### config.mk
export PLATFORM = sky130hd
export DESIGN_NAME = tree_route_cfg
export DESIGN_NICKNAME = d
export VERILOG_FILES = /design/src/rtl/route_pkg.sv /design/src/rtl/route_path_logic.sv /design/src/rtl/route_write_seq.sv /design/src/rtl/tree_route_cfg.sv
export SDC_FILE = /design/constraint.sdc
export NUM_CORES = 1
export LEC_CHECK = 0
export BUFFER_PORTS_ARGS = -buffer_cell sky130_fd_sc_hd__buf_2
export CORE_ASPECT_RATIO = 1.5
export CORE_UTILIZATION = 32
export DETAILED_ROUTE_END_ITERATION = 12
export GPL_ROUTABILITY_DRIVEN = 0
export PLACE_DENSITY = 0.6
export RECOVER_POWER = 100
export SLEW_MARGIN = 20
export SYNTH_ARGS = -nofsm -noshare
export SYNTH_HDL_FRONTEND = slang
export SYNTH_SLANG_ARGS = --single-unit
### constraint.sdc
create_clock -name clk -period 1.7 [get_ports clk]
set_clock_uncertainty 0.05 [all_clocks]
set_input_delay 0.085 -clock clk [delete_from_list [all_inputs] [get_ports clk]]
set_output_delay 0.085 -clock clk [all_outputs]
set_load 0.05 [all_outputs]
### src/rtl/route_pkg.sv
package route_pkg;
  localparam int FW = 5;

  localparam logic [1:0] UP_NONE  = 2'd0;
  localparam logic [1:0] UP_LEFT  = 2'd1;
  localparam logic [1:0] UP_RIGHT = 2'd2;

  typedef struct packed {
    logic       turn;
    logic       dn_r;
    logic       dn_l;
    logic [1:0] up_sel;
  } sw_cfg_t;

  typedef enum logic [2:0] {
    ST_IDLE, ST_WSRC, ST_WDST, ST_WMEET, ST_FIN, ST_ERR
  } wr_state_t;

  function automatic int sw_level(int j);
    int v;
    int l;
    v = j + 1;
    l = 1;
    while (v % 2 == 0) begin
      v = v / 2;
      l++;
    end
    return l;
  endfunction
endpackage

### src/rtl/route_path_logic.sv
module route_path_logic
  import route_pkg::*;
#(
  parameter int LEAVES = 8,
  localparam int IW  = $clog2(LEAVES),
  localparam int NSW = LEAVES - 1
) (
  input  logic [IW-1:0]     src,
  input  logic [IW-1:0]     dst,
  output logic [NSW-1:0]    src_mask,
  output logic [NSW-1:0]    dst_mask,
  output logic [NSW-1:0]    meet_mask,
  output logic [NSW*FW-1:0] fields
);
  for (genvar j = 0; j < NSW; j++) begin : g_sw
    localparam int LV  = sw_level(j);
    localparam int BLK = (j + 1) >> LV;
    logic    on_s, on_d, s_side, d_side;
    sw_cfg_t f;

    assign on_s   = (src >> LV) == IW'(BLK);
    assign on_d   = (dst >> LV) == IW'(BLK);
    assign s_side = src[LV-1];
    assign d_side = dst[LV-1];

    assign src_mask[j]  = on_s & ~on_d;
    assign dst_mask[j]  = on_d & ~on_s;
    assign meet_mask[j] = on_s & on_d & (s_side != d_side);

    always_comb begin
      f = '0;
      if (src_mask[j]) begin
        f.up_sel = s_side ? UP_RIGHT : UP_LEFT;
      end else if (dst_mask[j] || meet_mask[j]) begin
        f.dn_l = ~d_side;
        f.dn_r = d_side;
        f.turn = meet_mask[j];
      end
    end
    assign fields[j*FW +: FW] = f;
  end
endmodule

### src/rtl/route_write_seq.sv
module route_write_seq
  import route_pkg::*;
(
  input  logic      clk,
  input  logic      rst_n,
  input  logic      start,
  input  logic      bad,
  output wr_state_t state
);
  always_ff @(posedge clk or negedge rst_n) begin
    if (!rst_n) state <= ST_IDLE;
    else begin
      unique case (state)
        ST_IDLE:  if (start) state <= bad ? ST_ERR : ST_WSRC;
        ST_WSRC:  state <= ST_WDST;
        ST_WDST:  state <= ST_WMEET;
        ST_WMEET: state <= ST_FIN;
        ST_FIN:   state <= ST_IDLE;
        ST_ERR:   state <= ST_IDLE;
        default:  state <= ST_IDLE;
      endcase
    end
  end

  // after the done cycle the sequencer is back to idle
  a_r7_fin_to_idle: assert property (@(posedge clk) disable iff (!rst_n)
    state == ST_FIN |=> state == ST_IDLE);
  // an error cycle never leads into writes
  a_r8_err_to_idle: assert property (@(posedge clk) disable iff (!rst_n)
    state == ST_ERR |=> state == ST_IDLE);
endmodule

### src/rtl/tree_route_cfg.sv
module tree_route_cfg
  import route_pkg::*;
#(
  parameter int LEAVES = 8,
  localparam int IW  = $clog2(LEAVES),
  localparam int NSW = LEAVES - 1
) (
  input  logic              clk,
  input  logic              rst_n,
  input  logic              req_valid,
  output logic              req_ready,
  input  logic [IW-1:0]     req_src,
  input  logic [IW-1:0]     req_dst,
  output logic [NSW-1:0]    cfg_we,
  output logic [NSW*FW-1:0] cfg_data,
  output logic              route_done,
  output logic              route_err
);
  wr_state_t          state;
  logic [IW-1:0]      src_q, dst_q;
  logic [NSW-1:0]     src_m, dst_m, meet_m;
  logic [NSW*FW-1:0]  fields;
  logic               accept;

  assign req_ready = (state == ST_IDLE);
  assign accept    = req_valid & req_ready;

  always_ff @(posedge clk or negedge rst_n) begin
    if (!rst_n) begin
      src_q <= '0;
      dst_q <= '0;
    end else if (accept) begin
      src_q <= req_src;
      dst_q <= req_dst;
    end
  end

  route_write_seq u_seq (
    .clk   (clk),
    .rst_n (rst_n),
    .start (accept),
    .bad   (req_src == req_dst),
    .state (state)
  );

  route_path_logic #(.LEAVES(LEAVES)) u_path (
    .src       (src_q),
    .dst       (dst_q),
    .src_mask  (src_m),
    .dst_mask  (dst_m),
    .meet_mask (meet_m),
    .fields    (fields)
  );

  always_comb begin
    unique case (state)
      ST_WSRC:  cfg_we = src_m;
      ST_WDST:  cfg_we = dst_m;
      ST_WMEET: cfg_we = meet_m;
      default:  cfg_we = '0;
    endcase
  end

  for (genvar j = 0; j < NSW; j++) begin : g_gate
    assign cfg_data[j*FW +: FW] = fields[j*FW +: FW] & {FW{cfg_we[j]}};
  end

  assign route_done = (state == ST_FIN);
  assign route_err  = (state == ST_ERR);

  // the meeting write touches exactly one switch
  a_r5_one_meet: assert property (@(posedge clk) disable iff (!rst_n)
    state == ST_WMEET |-> $countones(cfg_we) == 1);
  // source and destination sides never share a switch
  a_r6_disjoint: assert property (@(posedge clk) disable iff (!rst_n)
    (src_m & dst_m) == '0 && (meet_m & (src_m | dst_m)) == '0);
  // no request is taken while writes stream out
  a_r2_busy: assert property (@(posedge clk) disable iff (!rst_n)
    (|cfg_we) |-> !req_ready);
  // done follows a write cycle
  a_r7_done_after_write: assert property (@(posedge clk) disable iff (!rst_n)
    route_done |-> $past(|cfg_we));
  // error is quiet on the write port
  a_r8_err_quiet: assert property (@(posedge clk) disable iff (!rst_n)
    route_err |-> (cfg_we == '0 && !route_done));
endmodule

==> key figures <==
Timing
  – Maximum operating frequency: between 500 and 600 MHz
  – Normalized max-slew margin: 0.587
  – Count of pins over their slew limit: 0
  – Setup Total Neg Slack: -4.34 ns
  – Total setup violations reported at the end of the flow: between 40 and 50
  – Final Hold Violating Endpoints: 0
  – Post-layout min period: roughly 1.9 ns
  – Setup repair after global routing missed its margin: true
  – Slew at the pin with the worst max-slew slack: approximately 0.6 ns
  – Crit path setup slack, layout: -0.208 ns
  – Tightest hold margin: ~0.048 ns
  – Ratio of final minimum period to clock period: 1.12

Die
  – Row Count: 25
  – Starting utilization of the core area: 0.337
  – Vertical extent of the die: between 70 and 80 µm
  – Number of placed I/O pins: between 50 and 60
  – Width of the die: ~49 µm
  – Die Footprint: approximately 3600 µm²
  – Area of the placeable core: around 3200 µm²

Synth
  – Flip-flop and latch count after synthesis: 9
  – Syn avg cell area: approximately 7.2 µm²
  – Biggest area consumer among synthesized cells: sky130_fd_sc_hd__dfrtp_1
  – Number of flops mapped to enable cells by yosys: 0
  – Sequential area share after synthesis: 0.210
  – Count of unique library cells instantiated by Yosys: 39
  – Synth Cell Area: approximately 1100 µm²
  – Syn. warnings: 0
  – Top-area cell type share of the netlist area: 0.210
  – Most used flip-flop cell after synthesis: sky130_fd_sc_hd__dfrtp_1
  – Number of standard cells after synthesis: ~150
  – Async set or reset register ratio after synthesis: 1.00
  – Top cells by area, synth: sky130_fd_sc_hd__dfrtp_1, sky130_fd_sc_hd__ha_1, sky130_fd_sc_hd__nand2b_1

CTS
  – Clock input transition at the sequential cells of the worst setup and hold paths: ~0.05 ns
  – Total number of clock tree sinks: 9
  – CTS H-tree depth: 1
  – Clock tree from TritonCTS: yes
  – Root buf cell: sky130_fd_sc_hd__clkbuf_8
  – Buffers from clock root to sink, at most: 2
  – Clock latency of the later-clocked register in the worst-skew pair: ~0.24 ns
  – Num CTS Buffers: 3

Flow run
  – Number of maximum-capacitance violations: 0

Layout
  – Final #Nets: around 260
  – Antenna cells: 0
  – Commonest cells after routing, fill and taps aside: sky130_fd_sc_hd__buf_6, sky130_fd_sc_hd__buf_4, sky130_fd_sc_hd__buf_2
  – Share of layout cells above drive strength 1: 0.760
  – Footprint of the flip-flops and latches: roughly 230 µm²
  – Most common cell after layout, fill and taps aside: sky130_fd_sc_hd__buf_6
  – End-of-flow core utilization: 0.873
  – Number of filler instances in the final layout: approximately 140
  – Area grow syn2layout: 159%
  – Area of the multi-input gates: 1360 µm²

Power and ir drop
  – Switching power of the nets: about 3.1 mW
  – Ratio of total power to cell area: 2070 nW/µm²
  – Switch share: 0.538
  – Combinational fraction of design power: 0.876
  – Sequential cell fraction of total power: 0.080
  – Cell internal power dissipation: approximately 2.7 mW
  – Clock power share: 0.043
  – Leakage power figure: ~1.1 nW
  – Peak supply drop: between 0.0015 and 0.002 V

Critical path
  – Biggest fanout along the worst timing path: 4
  – Critical path endpoint category: output port
  – Signal arrival time at the worst endpoint: 1.77 ns
  – Data required, critical path: 1.56 ns
  – Startpoint Class: flop
  – Setup Crit Path Kind: flop to output port
  – Worst Setup SP: u_seq.state[2]
  – Startpoint of the worst register-to-register path: u_seq.state[2]

Route
  – Routed len/inst: ~19 µm
  – Detailed-router iteration count before antenna repair: 4
  – Detailed-route vias per instance: approximately 5.4
  – 1st-iter DRT viols: 37
  – DR vias: between 1500 and 2000
  – DRT Wirelength: roughly 5500 µm
  – Post-route DRC violation count: 0
  – Number of routed nets with antenna violations: 0

Min path
  – Hold Path Class: input port to flop
  – Hold Crit Start: req_dst[2]

GRT
  – Number of global-route vias before repair: 1611
  – Total GRT Usage: 0.276
  – Initial antenna violation count: 0
  – Total grt overflow: 0
  – Largest net degree at the start of global routing: 13
  – Global-route wire length before repair: roughly 7600 µm

Status
  – Failing checks: negative setup slack
  – Status: finished, violations left

Placement
  – Final HPWL DP: ~3200 µm
  – Number of port buffers: 51
## cells by family after synthesis
| logic type | synth area share |
|---|---|
| XOR/XNOR | 0.0489 |
| AO/OA/AOI/OAI | 0.170 |
| other | 0.00349 |
| adder cells (fa/ha/maj) | 0.0582 |
| buffers and inverters | 0.0873 |
| flip-flops | 0.210 |
| multiplexers | 0.0314 |
| AND/OR/NAND/NOR | 0.391 |
## routing by layer
metal | up-vias | track usage | share of wire
li1 | 724 | - | -
met1 | 753 | 0.278 | 0.35
met2 | 57 | 0.562 | 0.58
met3 | 15 | 0.0250 | 0.032
met4 | 0 | 0.114 | 0.031
met5 | - | 0 | 0
## power groups by stage
stage / clock (mW) / sequential, mW / combinational, mW
floorplan: 0 / 0.406 / 2.45
finish: 0.250 / 0.464 / 5.05
global route: 0.270 / 0.477 / 5.28
CTS: 0.251 / 0.445 / 4.49
detailed placement: 0 / 0.436 / 3.47
global placement: 0 / 0.430 / 3.41
## final timing paths
path,end,slack [ns],cells past startpoint
worst min register to register,src_q[1],0.61,1
max in group asynchronous,src_q[1],0.94,2
worst max register to register,dst_q[1],-0.06,5
worst max-delay path,cfg_we[0],-0.21,7
worst min-delay path,dst_q[2],0.05,3
min in group asynchronous,src_q[2],0.29,2
## synth_stat cells (all sizes together) (6+ instances only)
cell,number
nand4,7
nor2b,6
a21oi,7
nand2,9
clkbuf,10
nor3,10
nor2,12
nand2b,8
nand3,9
buf,7
dfrtp,9
## through the flow
stage,area [µm²],std cells,power [mW],setup WS [ns]
after global placement,1950,266,3.84,-0.0686
after floorplan,1440,150,2.85,-0.277
final,2790,286,5.76,-0.208
after global routing,2790,286,6.03,-0.273
after detailed placement,1950,266,3.91,-0.0905
after CTS,2590,281,5.18,-0.160
## registers in the layout, summed over array words and instances (netlist names)
signal and flops:
src_q 3, dst_q 3, u_seq.state 3
## timing repair
| item | in CTS | in global routing |
|---|---|---|
| resized for setup | 141 | 33 |
| setup buffers | 11 | 8 |
| pin swaps | 15 | 19 |
| endpoints found under the hold margin | 9 | 0 |
| hold buffers | 1 | 0 |
| cloned | 0 | 1 |
| setup endpoints to repair | 40 | 47 |
## critical path: stages, from the launching register on
cell and delay, ns:
sky130_fd_sc_hd__dfrtp_2 0.44, sky130_fd_sc_hd__buf_6 0.14, sky130_fd_sc_hd__nor2b_4 0.21, sky130_fd_sc_hd__buf_6 0.15, sky130_fd_sc_hd__nand2b_4 0.07, sky130_fd_sc_hd__buf_6 0.14
sky130_fd_sc_hd__o211ai_1 0.16, sky130_fd_sc_hd__buf_4 0.23
## layout make-up
class / count / share of cell area
clock buffers: 4 / 0.0162
inverters: 5 / 0.00764
multi-input cells: 119 / 0.487
flip-flops and latches: 9 / 0.0818
well taps: 40 / 0.0180
repair buffers: 109 / 0.389
Power figures use the tool's default switching activity.
